**src/rtl/vram_copy_pkg.sv**
```systemverilog
package vram_copy_pkg;
  localparam int DATA_W = 8;
  localparam int ADDR_W = 16;
  localparam int LEN_BITS = DATA_W - 1;
  localparam int PTR_REGS = 4;
  localparam logic [2:0] LEN_IDX = 3'd4;

  typedef struct packed {
    logic load;
    logic step;
    logic writeBack;
    logic byteWrite;
  } dpStrobe_t;
endpackage

```
**src/rtl/vram_copy_dp.sv**
```systemverilog
module vram_copy_dp
  import vram_copy_pkg::*;
#(
  parameter int BLOCK_BYTES = 16,
  parameter logic [ADDR_W-1:0] VRAM_BASE = 16'h8000,
  parameter int VRAM_BITS = 13
) (
  input  logic              clk,
  input  logic              rstN,
  input  logic              regWrEn,
  input  logic [2:0]        regAddr,
  input  logic [DATA_W-1:0] regWrData,
  input  dpStrobe_t         strb,
  input  logic [DATA_W-1:0] memRdData,
  output logic [DATA_W-1:0] dpRdData,
  output logic              srcInvalid,
  output logic              memRdEn,
  output logic [ADDR_W-1:0] memRdAddr,
  output logic              vramWrEn,
  output logic [ADDR_W-1:0] vramWrAddr,
  output logic [DATA_W-1:0] vramWrData
);
  localparam int ALIGN_BITS = $clog2(BLOCK_BYTES);
  localparam logic [ADDR_W-1:0] ALIGN_MASK = ~ADDR_W'(BLOCK_BYTES - 1);
  localparam int HI_BITS = ADDR_W - VRAM_BITS;

  logic [PTR_REGS-1:0][DATA_W-1:0] ptrReg;
  logic [ADDR_W-1:0]    srcAligned, dstRaw, srcCnt, srcNext;
  logic [VRAM_BITS-1:0] dstOff, dstOffInit, dstOffNext;
  logic [ADDR_W-1:0]    dstFull, dstNextFull;
  logic [PTR_REGS-1:0][DATA_W-1:0] wbByte;

  assign srcAligned = {ptrReg[0], ptrReg[1]} & ALIGN_MASK;
  assign dstRaw     = {ptrReg[2], ptrReg[3]} & ALIGN_MASK;
  assign dstOffInit = dstRaw[VRAM_BITS-1:0];
  assign srcInvalid = (srcAligned[ADDR_W-1:VRAM_BITS] == VRAM_BASE[ADDR_W-1:VRAM_BITS]);

  // values after the current step, used when writing back on the last byte
  assign srcNext     = strb.step ? srcCnt + 1'b1 : srcCnt;
  assign dstOffNext  = strb.step ? dstOff + 1'b1 : dstOff;
  assign dstFull     = {VRAM_BASE[ADDR_W-1:VRAM_BITS], dstOff};
  assign dstNextFull = {VRAM_BASE[ADDR_W-1:VRAM_BITS], dstOffNext};

  assign wbByte[0] = srcNext[ADDR_W-1:DATA_W];
  assign wbByte[1] = srcNext[DATA_W-1:0];
  assign wbByte[2] = dstNextFull[ADDR_W-1:DATA_W];
  assign wbByte[3] = dstNextFull[DATA_W-1:0];

  always_ff @(posedge clk) begin
    if (!rstN) begin
      srcCnt <= '0;
      dstOff <= '0;
    end else if (strb.load) begin
      srcCnt <= srcAligned;
      dstOff <= dstOffInit;
    end else begin
      srcCnt <= srcNext;
      dstOff <= dstOffNext;
    end
  end

  always_ff @(posedge clk) begin
    if (!rstN) begin
      ptrReg <= '0;
    end else begin
      for (int i = 0; i < PTR_REGS; i++) begin
        if (strb.writeBack)
          ptrReg[i] <= wbByte[i];
        else if (regWrEn && regAddr == 3'(i))
          ptrReg[i] <= regWrData;
      end
    end
  end

  assign dpRdData   = (regAddr < 3'(PTR_REGS)) ? ptrReg[regAddr[1:0]] : '1;
  assign memRdEn    = strb.byteWrite;
  assign memRdAddr  = srcCnt;
  assign vramWrEn   = strb.byteWrite;
  assign vramWrAddr = dstFull;
  assign vramWrData = memRdData;

  if (ALIGN_BITS + HI_BITS > ADDR_W) begin : g_bad_cfg
    initial $display("vram_copy_dp: block size and window overlap");
  end
endmodule

```
**src/rtl/vram_copy_ctrl.sv**
```systemverilog
module vram_copy_ctrl
  import vram_copy_pkg::*;
#(
  parameter int BLOCK_BYTES = 16
) (
  input  logic              clk,
  input  logic              rstN,
  input  logic              regWrEn,
  input  logic [2:0]        regAddr,
  input  logic [DATA_W-1:0] regWrData,
  input  logic              hblank,
  input  logic [1:0]        videoMode,
  input  logic              srcInvalid,
  output dpStrobe_t         strb,
  output logic              cpuStall,
  output logic [DATA_W-1:0] lenRd
);
  localparam int ALIGN_BITS = $clog2(BLOCK_BYTES);
  localparam int CNT_W = LEN_BITS + ALIGN_BITS + 1;

  typedef enum logic {ST_IDLE, ST_RUN} state_t;

  state_t            state;
  logic              phase;
  logic [CNT_W-1:0]  remain;
  logic              hActive;
  logic              blockRun;
  logic [DATA_W-1:0] lenReg;
  logic              hbPrev;

  logic lenWrite, inHblankMode, startReq, wantPaced;
  logic doBulk, doCancel, doArm, doBlock, hbRise, lastByte;
  logic [LEN_BITS-1:0] reqBlocks;
  logic [CNT_W-1:0]    bulkBytes;

  assign lenWrite     = regWrEn && (regAddr == LEN_IDX);
  assign inHblankMode = (videoMode == 2'd0);
  assign startReq     = lenWrite && !srcInvalid && (state == ST_IDLE);
  assign wantPaced    = regWrData[DATA_W-1];
  assign reqBlocks    = regWrData[LEN_BITS-1:0];
  assign bulkBytes    = (CNT_W'(reqBlocks) + 1'b1) << ALIGN_BITS;

  assign doBulk   = startReq && !wantPaced && (!hActive || inHblankMode);
  assign doCancel = startReq && !wantPaced && hActive && !inHblankMode;
  assign doArm    = startReq && wantPaced;
  assign hbRise   = hblank && !hbPrev;
  assign doBlock  = (state == ST_IDLE) && !lenWrite && hActive && hbRise;
  assign lastByte = (state == ST_RUN) && phase && (remain == CNT_W'(1));

  always_comb begin
    strb           = '0;
    strb.load      = doBulk || doArm;
    strb.byteWrite = (state == ST_RUN) && phase;
    strb.step      = (state == ST_RUN) && phase;
    strb.writeBack = lastByte;
  end

  always_ff @(posedge clk) begin
    if (!rstN) begin
      state    <= ST_IDLE;
      phase    <= 1'b0;
      remain   <= '0;
      hActive  <= 1'b0;
      blockRun <= 1'b0;
      lenReg   <= '1;
      hbPrev   <= 1'b0;
    end else begin
      hbPrev <= hblank;
      case (state)
        ST_IDLE: begin
          phase <= 1'b0;
          if (doBulk) begin
            state    <= ST_RUN;
            remain   <= bulkBytes;
            hActive  <= 1'b0;
            blockRun <= 1'b0;
          end else if (doCancel) begin
            hActive <= 1'b0;
            lenReg  <= {1'b1, lenReg[LEN_BITS-1:0]};
          end else if (doArm) begin
            hActive <= 1'b1;
            lenReg  <= {1'b0, reqBlocks};
            if (inHblankMode) begin
              state    <= ST_RUN;
              remain   <= CNT_W'(BLOCK_BYTES);
              blockRun <= 1'b1;
            end
          end else if (doBlock) begin
            state    <= ST_RUN;
            remain   <= CNT_W'(BLOCK_BYTES);
            blockRun <= 1'b1;
          end
        end
        ST_RUN: begin
          phase <= ~phase;
          if (phase) begin
            remain <= remain - 1'b1;
            if (remain == CNT_W'(1)) begin
              state <= ST_IDLE;
              if (!blockRun) begin
                lenReg <= '1;
              end else if (lenReg[LEN_BITS-1:0] == '0) begin
                lenReg  <= '1;
                hActive <= 1'b0;
              end else begin
                lenReg <= lenReg - 1'b1;
              end
            end
          end
        end
        default: state <= ST_IDLE;
      endcase
    end
  end

  assign cpuStall = (state == ST_RUN);
  assign lenRd    = lenReg;
endmodule

```
**src/rtl/vram_copy_engine.sv**
```systemverilog
module vram_copy_engine
  import vram_copy_pkg::*;
#(
  parameter int BLOCK_BYTES = 16,
  parameter logic [15:0] VRAM_BASE = 16'h8000,
  parameter int VRAM_BITS = 13
) (
  input  logic        clk,
  input  logic        rstN,
  input  logic        regWrEn,
  input  logic [2:0]  regAddr,
  input  logic [7:0]  regWrData,
  output logic [7:0]  regRdData,
  input  logic        hblank,
  input  logic [1:0]  videoMode,
  output logic        cpuStall,
  output logic        memRdEn,
  output logic [15:0] memRdAddr,
  input  logic [7:0]  memRdData,
  output logic        vramWrEn,
  output logic [15:0] vramWrAddr,
  output logic [7:0]  vramWrData
);
  dpStrobe_t         strb;
  logic              srcInvalid;
  logic [DATA_W-1:0] dpRdData, lenRd;

  vram_copy_ctrl #(.BLOCK_BYTES(BLOCK_BYTES)) u_ctrl (
    .clk(clk), .rstN(rstN), .regWrEn(regWrEn), .regAddr(regAddr),
    .regWrData(regWrData), .hblank(hblank), .videoMode(videoMode),
    .srcInvalid(srcInvalid), .strb(strb), .cpuStall(cpuStall), .lenRd(lenRd)
  );

  vram_copy_dp #(
    .BLOCK_BYTES(BLOCK_BYTES), .VRAM_BASE(VRAM_BASE), .VRAM_BITS(VRAM_BITS)
  ) u_dp (
    .clk(clk), .rstN(rstN), .regWrEn(regWrEn), .regAddr(regAddr),
    .regWrData(regWrData), .strb(strb), .memRdData(memRdData),
    .dpRdData(dpRdData), .srcInvalid(srcInvalid), .memRdEn(memRdEn),
    .memRdAddr(memRdAddr), .vramWrEn(vramWrEn), .vramWrAddr(vramWrAddr),
    .vramWrData(vramWrData)
  );

  assign regRdData = (regAddr == LEN_IDX) ? lenRd : dpRdData;
endmodule

```
**config.mk**
```make
export PLATFORM = sky130hd
export DESIGN_NAME = vram_copy_engine
export DESIGN_NICKNAME = d
export VERILOG_FILES = /design/src/rtl/vram_copy_pkg.sv /design/src/rtl/vram_copy_dp.sv /design/src/rtl/vram_copy_ctrl.sv /design/src/rtl/vram_copy_engine.sv
export SDC_FILE = /design/constraint.sdc
export NUM_CORES = 1
export LEC_CHECK = 0
export CORE_UTILIZATION = 35
export CTS_BUF_LIST = sky130_fd_sc_hd__clkbuf_16
export DETAILED_ROUTE_END_ITERATION = 7
export GPL_ROUTABILITY_DRIVEN = 1
export PLACE_DENSITY = 0.58
export SYNTH_ARGS = -nofsm -noshare
export SYNTH_HDL_FRONTEND = slang
export SYNTH_SLANG_ARGS = --single-unit
export TNS_END_PERCENT = 100
```
**constraint.sdc**
```tcl
create_clock -name clk -period 2.78 [get_ports clk]
set_clock_uncertainty 0.2 [all_clocks]
set_input_delay 0.417 -clock clk [delete_from_list [all_inputs] [get_ports clk]]
set_output_delay 0.417 -clock clk [all_outputs]
set_load 0.01 [all_outputs]
```
==> results of run 1 <==
power by group:
part	internal [mW]	switching [mW]
Sequential	1.26	0.0275
Combinational	0.160	0.181
Clock	0.608	0.535
flip-flops by register name (all words and copies together) (netlist names):
signal           count
u_dp.memRdAddr      16
u_dp.dstOff         13
u_dp.dstOffInit      9
u_ctrl.phase         1
u_ctrl.blockRun      1
u_ctrl.lenRd         8
u_dp.dstRaw          3
u_ctrl.hbPrev        1
u_ctrl.remain       12
u_ctrl.hActive       1
u_dp.ptrReg         20
u_ctrl.cpuStall      1
logic make-up after synthesis:
kind of cell,after synthesis,synth area share (%)
buffers and inverters,66,6.34
muxes,45,9.35
xor gates and xnor gates,40,6.96
adders and majority gates,7,1.74
AOI/OAI and AO/OA,159,20.5
other,2,0.149
DFF,86,34.2
and+or+nand+nor,203,20.8
area by class of cell:
cell class | count | area share, %
multi-input cells | 457 | 48.1
well taps | 180 | 3.57
flip-flops and latches | 86 | 27.3
inverters | 15 | 0.891
repair buffers | 105 | 15.8
clock buffers | 9 | 3.57
clock inverters | 7 | 0.753
what timing repair did:
item,CTS,global route
setup endpoints to repair,8,5
setup buffers,2,0
cloned,1,0
pin swaps,1,0
resized for setup,14,9
layout by cell type, fill, tap and decap left out, types with 5 or more instances in the layout:
cell type / Yosys / routed
dfxtp_1: 86 / 86
nor2_1: 56 / 55
nand2_1: 49 / 49
clkdlybuf4s50_1: 0 / 46
buf_4: 14 / 43
a21oi_1: 35 / 35
mux2i_1: 29 / 29
o21ai_0: 31 / 28
xnor2_1: 22 / 22
a211oi_1: 21 / 21
o21ai_1: 18 / 20
nand3_1: 18 / 18
xor2_1: 18 / 18
mux2_2: 15 / 15
inv_1: 13 / 13
nor4_1: 12 / 12
nor3_1: 11 / 11
nand4_1: 11 / 11
nand2b_1: 9 / 9
and3_1: 9 / 9
clkbuf_16: 0 / 9
a31oi_1: 8 / 8
ha_1: 7 / 7
dlygate4sd2_1: 0 / 6
a32o_1: 5 / 5
cell usage after synthesis (11+ instances only):
cell      number
xnor2_1       22
a21oi_1       35
a211oi_1      21
dfxtp_1       86
inv_1         13
o21ai_1       18
nand4_1       11
clkbuf_1      26
nand2_1       49
o21ai_0       31
buf_4         14
nor2_1        56
nor4_1        12
mux2i_1       29
nand3_1       18
mux2_2        15
nor3_1        11
xor2_1        18
critical path, delay by kind of cell:
| family | cells | cell delay (ns) |
|---|---|---|
| buf+inv | 3 | 0.72 |
| compound gates | 3 | 0.44 |
| mux | 1 | 0.33 |
| simple gates | 1 | 0.08 |
how the worst max path moves through the flow:
stage                     startpoint            to  slack [ns]
after detailed placement  regAddr[1]  regRdData[7]       -0.38
after global routing      regAddr[1]  regRdData[2]         0.1
final                     regAddr[1]  regRdData[2]        0.17
after global placement    regAddr[1]  regRdData[7]       -0.38
after CTS                 regAddr[0]  regRdData[5]       0.001
after floorplan           regAddr[1]  regRdData[0]        0.20
routing by layer:
metal / vias up / part of all wire (%) / GRT usage, %
met1: 2287 / 47 / 30.0
met4: 0 / 3.4 / 10.8
met5: - / 0 / 0
met2: 142 / 45 / 34.7
met3: 22 / 5.0 / 3.23
li1: 2340 / - / -
==> results.yml, run 1 <==
grt:
  grt_overflow: 0
  grtUsageTotal_pct: 22.3
  first_global_vias: 4654
  antenna_found_initial: 0
  grt_max_degree: 34
  grt_pass1_wl_um: 25200
setup_path:
  critPathKind: "in -> out"
  slowest_delay_ns: 0.33
  r2r-end: "u_dp.ptrReg[6]"
  critPathSlowestCell: "mux2_2"
  critPathArrivalTime_ns: 1.99
  cp.required_ns: 2.16
  critical_path.cell_chain: "clkbuf_2 -> bufbuf_16 -> mux2_2 -> a221oi_2 -> o21ai_1 -> nand2_1 -> o21ai_0 -> dlygate4sd2_1"
  start_kind: "input pin"
  cp_max_fo: 6
  rrSetupSlack_ns: 0.25
  end_kind: "primary output"
  r2r-start: "u_ctrl.remain[2]"
  r2r_cells: 5
timing:
  timing.fmax_ghz: 0.383
  worst_slack_ns: 0.171
  drv_slew: 0
  finalSetupViolCount: 0
  max_slew_margin_pct: 64.2
  grt_setup_unrepaired: "no"
  holdWs_ns: 0.314
  min_period_ns: 2.61
  worstMarginPinSlew_ns: 0.529
  hold_violations: 0
  fin_crit_sh_pct: 93.8
  fin_tns_setup_ns: 0
floorplan:
  start_util_pct: 36.1
  die_area_sq_um: 14900
  core.rowCount: 43
  core_area_sq_um: 13900
  fp.dieH_um: 122
  ios: 76
  die_w_um: 122
finish:
  final-instance-count-excl-fill: 859
  fill_cells: 1368
  fin_nets: 706
  syn_to_final_growth_pct: 25.5
  final_area_sq_um: 6320
  final-seq-area_sq_um: 1720
  final_util_pct: 45.3
  drive_above_1_share_pct: 14.6
  multiInputGateArea_sq_um: 3040
  diodes: 0
clocking:
  hold_buffers: 0
  cts_buffers: 9
  cts_max_level: 3
  cts_tree: "yes"
  cts_root_buffer: "clkbuf_16"
  clock_path_buffers: 2
  clkLatencyLatePin_ns: 0.34
  clk_pin_slew_ns: 0.07
  cts.sink_count: 86
synthesis:
  yosysSeqAreaShare_pct: 34.2
  yosys-top-cells-area: "dfxtp_1 34%, mux2i_1 5.8%, nor2_1 4.2%"
  yosys_most_used_dff: "dfxtp_1"
  syn_avg_cell_area_sq_um: 8.28
  async_flop_share_pct: 0
  synth_edf_count: 0
  synth-seq-cells: 86
  synth_top_cell_area_share_pct: 34.2
  syn_area_sq_um: 5030
  synth_top_area_cell: "dfxtp_1"
  syn_inst: 608
  synth_cell_types: 68
  ys_warn_count: 0
job:
  drv_cap: 0
run_status:
  outcome: "finished clean"
placed_design:
  io_buffers: 56
  dp_hpwl_um: 11400
  place.gp.congestion: 0.912
  placed_area_sq_um: 5970
  dp_cells: 840
  place_ws_ns: -0.385
worst_hold_path:
  hp-class: "reg -> reg"
  min_to: "u_dp.dstOff[9]"
  hp-start: "u_dp.dstOffInit[9]"
  min_path_cells: 2
drt:
  via_per_inst: 5.58
  vias: 4791
  drt_first_pass_iters: 5
  wire_per_inst_um: 18.5
  finalWirelength_um: 15900
  drcViolationCount: 0
  ant_nets: 0
  drtIter0Drc: 265
power_and_ir_drop:
  totalPowerFinal_mw: 2.77
  irDropWorstVdd_mv: 0.263
  p_leak_nw: 2.46
  p_per_area_nw_per_um2: 438
(Power assumes the default switching activity.)
==> inputs of run 2 (changes only) <==
--- a/config.mk
+++ b/config.mk
@@ -13,4 +13,3 @@
 export SYNTH_ARGS = -nofsm -noshare
 export SYNTH_HDL_FRONTEND = slang
 export SYNTH_SLANG_ARGS = --single-unit
-export TNS_END_PERCENT = 100
==> results of run 2 <==
Same layout as run 1: the final DEF is identical, and so are final timing and power.
